$ cat src/rtl/wic_pkg.sv
package wic_pkg;
  localparam int unsigned NUM_SLICES = 8;

  typedef enum logic [1:0] {
    SEL_RAW = 2'd0,
    SEL_ENA = 2'd1,
    SEL_FRC = 2'd2,
    SEL_RUN = 2'd3
  } wic_sel_e;

  typedef enum logic [1:0] {
    OP_LOAD = 2'd0,
    OP_SET  = 2'd1,
    OP_CLR  = 2'd2,
    OP_NONE = 2'd3
  } wic_op_e;
endpackage

$ cat src/rtl/wic_maskreg.sv
module wic_maskreg
  import wic_pkg::*;
#(
  parameter int unsigned W = 8
) (
  input  logic         clk,
  input  logic         rst_n,
  input  logic         hit_i,
  input  logic [1:0]   op_i,
  input  logic [W-1:0] data_i,
  output logic [W-1:0] q_o
);
  logic [W-1:0] q_r;
  logic [W-1:0] q_nxt;
  logic         q_en;

  // next-state: load, bitmask set, bitmask clear
  always_comb begin
    q_nxt = q_r;
    q_en  = 1'b0;
    if (hit_i) begin
      unique case (wic_op_e'(op_i))
        OP_LOAD: begin q_nxt = data_i;          q_en = 1'b1; end
        OP_SET:  begin q_nxt = q_r | data_i;    q_en = 1'b1; end
        OP_CLR:  begin q_nxt = q_r & ~data_i;   q_en = 1'b1; end
        default: begin q_nxt = q_r;             q_en = 1'b0; end
      endcase
    end
  end

  always_ff @(posedge clk or negedge rst_n) begin
    if (!rst_n)    q_r <= '0;
    else if (q_en) q_r <= q_nxt;
  end

  assign q_o = q_r;
endmodule

$ cat src/rtl/wic_rawflags.sv
module wic_rawflags #(
  parameter int unsigned W = 8
) (
  input  logic         clk,
  input  logic         rst_n,
  input  logic [W-1:0] wrap_i,
  input  logic [W-1:0] clr_i,
  output logic [W-1:0] q_o
);
  logic [W-1:0] q_r;

  // one flop per slice; the wrap term is ORed last so it wins a same-cycle clear
  for (genvar n = 0; n < W; n++) begin : g_flag
    logic f_nxt;
    logic f_en;
    always_comb begin
      f_en  = wrap_i[n] | clr_i[n];
      f_nxt = wrap_i[n] | (q_r[n] & ~clr_i[n]);
    end
    always_ff @(posedge clk or negedge rst_n) begin
      if (!rst_n)    q_r[n] <= 1'b0;
      else if (f_en) q_r[n] <= f_nxt;
    end
  end

  assign q_o = q_r;
endmodule

$ cat src/rtl/wic_dreq.sv
module wic_dreq #(
  parameter int unsigned W = 8
) (
  input  logic         clk,
  input  logic         rst_n,
  input  logic [W-1:0] wrap_i,
  output logic [W-1:0] dreq_o
);
  logic [W-1:0] pulse_r;
  logic [W-1:0] pulse_nxt;
  logic         pulse_en;

  always_comb begin
    pulse_nxt = wrap_i;
    pulse_en  = (|wrap_i) | (|pulse_r);
  end

  always_ff @(posedge clk or negedge rst_n) begin
    if (!rst_n)        pulse_r <= '0;
    else if (pulse_en) pulse_r <= pulse_nxt;
  end

  assign dreq_o = pulse_r;
endmodule

$ cat src/rtl/wrap_irq_ctrl.sv
module wrap_irq_ctrl
  import wic_pkg::*;
#(
  parameter int unsigned N = NUM_SLICES
) (
  input  logic         clk,
  input  logic         rst_n,
  input  logic [N-1:0] wrap_i,
  input  logic         wr_en_i,
  input  logic [1:0]   wr_sel_i,
  input  logic [1:0]   wr_op_i,
  input  logic [N-1:0] wr_data_i,
  output logic [N-1:0] raw_o,
  output logic [N-1:0] status_o,
  output logic [N-1:0] run_o,
  output logic         irq_o,
  output logic [N-1:0] dreq_o
);
  localparam int unsigned NREG = 3;

  logic [N-1:0] raw_clr;
  logic [N-1:0] raw_q;
  logic [N-1:0] ena_q;
  logic [N-1:0] frc_q;
  logic [N-1:0] run_q;
  logic [N-1:0] mreg_q [NREG];
  logic         op_live;

  assign op_live = wr_en_i && (wic_op_e'(wr_op_i) != OP_NONE);

  always_comb begin
    raw_clr = '0;
    if (op_live && (wic_sel_e'(wr_sel_i) == SEL_RAW)) raw_clr = wr_data_i;
  end

  wic_rawflags #(.W(N)) u_raw (
    .clk    (clk),
    .rst_n  (rst_n),
    .wrap_i (wrap_i),
    .clr_i  (raw_clr),
    .q_o    (raw_q)
  );

  // index k drives select code k+1: enable, force, run
  for (genvar k = 0; k < NREG; k++) begin : g_mreg
    logic hit;
    assign hit = wr_en_i && (wr_sel_i == 2'(k + 1));
    wic_maskreg #(.W(N)) u_reg (
      .clk    (clk),
      .rst_n  (rst_n),
      .hit_i  (hit),
      .op_i   (wr_op_i),
      .data_i (wr_data_i),
      .q_o    (mreg_q[k])
    );
  end

  assign ena_q = mreg_q[0];
  assign frc_q = mreg_q[1];
  assign run_q = mreg_q[2];

  wic_dreq #(.W(N)) u_dreq (
    .clk    (clk),
    .rst_n  (rst_n),
    .wrap_i (wrap_i),
    .dreq_o (dreq_o)
  );

  always_comb begin
    status_o = (raw_q & ena_q) | frc_q;
    irq_o    = |status_o;
  end

  assign raw_o = raw_q;
  assign run_o = run_q;
endmodule

$ cat config.mk
export PLATFORM = sky130hd
export DESIGN_NAME = wrap_irq_ctrl
export DESIGN_NICKNAME = d
export VERILOG_FILES = /design/src/rtl/wic_pkg.sv /design/src/rtl/wic_maskreg.sv /design/src/rtl/wic_rawflags.sv /design/src/rtl/wic_dreq.sv /design/src/rtl/wrap_irq_ctrl.sv
export SDC_FILE = /design/constraint.sdc
export NUM_CORES = 1
export LEC_CHECK = 0
export BUFFER_PORTS_ARGS = -buffer_cell sky130_fd_sc_hd__buf_4
export CAP_MARGIN = 0
export CORE_MARGIN = 5
export CORE_UTILIZATION = 35
export CTS_CLUSTER_SIZE = 14
export DETAILED_ROUTE_END_ITERATION = 10
export GPL_TIMING_DRIVEN = 0
export PLACE_DENSITY = 0.56
export SYNTH_ARGS = -nofsm -noshare
export SYNTH_HDL_FRONTEND = slang
export SYNTH_SLANG_ARGS = --single-unit
$ cat constraint.sdc
create_clock -name clk -period 2.5 [get_ports clk]
set_clock_uncertainty 0.15 [all_clocks]
set_input_delay 0.625 -clock clk [delete_from_list [all_inputs] [get_ports clk]]
set_output_delay 0.625 -clock clk [all_outputs]
set_load 0.01 [all_outputs]
==> flow_summary.json <==
{
  "status": "finished clean",
  "antenna_found_initial": 0,
  "cts_buffers": 5,
  "drt_first_pass_iters": 4,
  "diodes": 0,
  "p_leak_nw": 1.066,
  "syn_to_final_growth_pct": 33.29,
  "routedWlPerCell_um": 15.42,
  "grt_pass1_vias": 1486,
  "vdd_drop_max_v": 0.0002302,
  "final_common_cell": "buf_4",
  "drtIter0Drc": 62,
  "power_mw": 1.714,
  "synth-seq-area-share_pct": 55.83,
  "vias": 1427,
  "min_period_ns": 2.266,
  "layout_common_cells": "buf_4, dfrtp_1, a21oi_1",
  "end_kind": "output port",
  "worst_slew_pin_slew_ns": 0.6545,
  "cp_data_required_time_ns": 1.73,
  "ctsHoldBuffers": 0,
  "drcViolationCount": 0,
  "h-tree-depth": 2,
  "drive_gt1_share_pct": 36.20,
  "r2r-end": "g_mreg[2].u_reg.q_o[6]$_DFFE_PN0P_",
  "synth-async-reset-ratio_pct": 100.0,
  "synth-edff-count": 0,
  "setup_viol": 0,
  "start_util_pct": 35.56,
  "cts_tree": "yes",
  "cts_root_buffer": "clkbuf_8",
  "cts.reportedPaths.clkPinSlew_ns": 0.07,
  "drv_slew": 0,
  "die_x_um": 81.58,
  "grt_pass1_wl_um": 7155,
  "clk_latency_ns": 0.28,
  "grt_start_max_net_pins": 41,
  "core-area_um2": 5042,
  "rsz0062_at_grt": "no",
  "cp_max_fo": 3,
  "worstReg2RegStart": "g_mreg[2].u_reg.q_o[6]$_DFFE_PN0P_",
  "multiInputGateArea_um2": 669.4,
  "yosysUniqueCellTypes": 21,
  "start_kind": "flop",
  "ys.flop_type": "dfrtp_1",
  "ys_ff_latch": 40,
  "die_y_um": 81.58,
  "syn-num-nets": 185,
  "io_buffers": 55,
  "seqCellArea_um2": 1001,
  "clock_sinks": 40,
  "place_inst": 283,
  "die_area_um2": 6654,
  "yosys_warnings": 0,
  "pre_cts_slack_ns": 0.3234,
  "fin_cells": 291,
  "powerDensity_nw_per_um2": 717.4,
  "hold_viol": 0,
  "track_usage_pct": 14.37,
  "wl_um": 4486,
  "crit_type": "flop to output port",
  "reg2reg_slack_ns": 1.64,
  "io_pins": 56,
  "fillers": 487,
  "dp_hpwl_um": 3297,
  "r2r_cells": 2,
  "place.gp.congestion": 0.8118,
  "cap_viol_max_count": 0,
  "rows": 26,
  "vias_per_cell": 4.904,
  "nNetsFinal": 247,
  "fin_tns_setup_ns": 0,
  "fin_crit_sh_pct": 90.66,
  "setup_slack_ns": 0.2335,
  "syn_inst": 158,
  "max_freq_ghz": 0.4412,
  "synth_area_um2": 1793,
  "avgSynthCellArea_um2": 11.35,
  "overflow": 0,
  "min_path_type": "input port to async pin",
  "clockBufferDepth": 2,
  "relSlewSlack_pct": 56.19,
  "antenna_left": 0,
  "postLayoutCoreUtil_pct": 47.39,
  "cp.arrival_ns": 1.49
}
## layout make-up
class,count,area share (%)
Buffer,15,4.921
Clock buffer,8,3.770
Inverter,3,0.4712
Multi-Input combinational cell,100,28.01
Sequential cell,40,41.88
Tap cell,70,3.665
Timing Repair Buffer,55,17.28
## kinds of logic (layout without fill, tap and decap cells)
group	count (synthesis)	after routing	synth area share (%)
buf+inv	18	81	7.188
compound gates	72	72	25.12
fa+ha+maj	4	4	2.791
simple gates	24	24	9.072
flops	40	40	55.83
## layer usage
layer | up-vias | track usage, % | share of wire (%)
met5 | - | 0 | 0
met3 | 6 | 3.728 | 4.1
met1 | 704 | 17.94 | 42
met4 | 0 | 6.312 | 1.5
li1 | 680 | - | -
met2 | 37 | 23.45 | 52
## Yosys cell counts (2+ instances only)
cell      instances  area, µm²
inv_1             3      11.26
and4bb_1          2      25.02
nor2b_1           7      43.79
o22ai_1           7      43.79
ha_1              4      50.05
a21oi_2           9      78.83
a21oi_1          39      195.2
buf_6             4      45.04
nor4_1            2      12.51
clkbuf_1          8      30.03
a21o_1           16      120.1
nand2_1           9      33.78
dfrtp_1          40       1001
## critical path, cell delays in order, from the launching register on
cell and delay, ns:
dfrtp_1 0.40, a21o_1 0.22, nor4_2 0.35, nand2_1 0.09, buf_4 0.15
## worst max path at each step
stage / from / to / cells after the start
after floorplan: wr_op_i[0] / g_mreg[0].u_reg.q_o[6]$_DFFE_PN0P_ / 6
after global placement: wr_op_i[0] / u_raw.q_o[6]$_DFFE_PN0P_ / 5
after detailed placement: wr_op_i[0] / u_raw.q_o[7]$_DFFE_PN0P_ / 5
after CTS: u_raw.q_o[4]$_DFFE_PN0P_ / irq_o / 4
after global routing: u_raw.q_o[4]$_DFFE_PN0P_ / irq_o / 4
final: u_raw.q_o[4]$_DFFE_PN0P_ / irq_o / 4
## through the flow
step           hold WS, ns  instance area [µm²]
2_1_floorplan       0.1794                 1793
3_3_place_gp        0.3459                 2293
3_5_place_dp        0.3514                 2293
4_1_cts             0.1794                 2384
5_1_grt             0.2025                 2390
6_report            0.1623                 2390
## registers in the layout (all words and copies together) (netlist names)
| signal | count |
|---|---|
| g_mreg.u_reg.q_o | 24 |
| u_raw.q_o | 8 |
| u_dreq.dreq_o | 8 |
## power by group
part	leakage (nW)	internal, mW	switching (mW)	total [mW]
Combinational	0.569	0.232	0.234	0.466
Clock	0.0455	0.225	0.200	0.425
Sequential	0.451	0.757	0.0666	0.824
Total	1.07	1.21	0.500	1.71
## repair_timing
item                       in CTS  in global routing
setup endpoints to repair       0                  1
resized for setup               0                  1
buffers inserted                0                  0
Power figures use the tool's default switching activity.
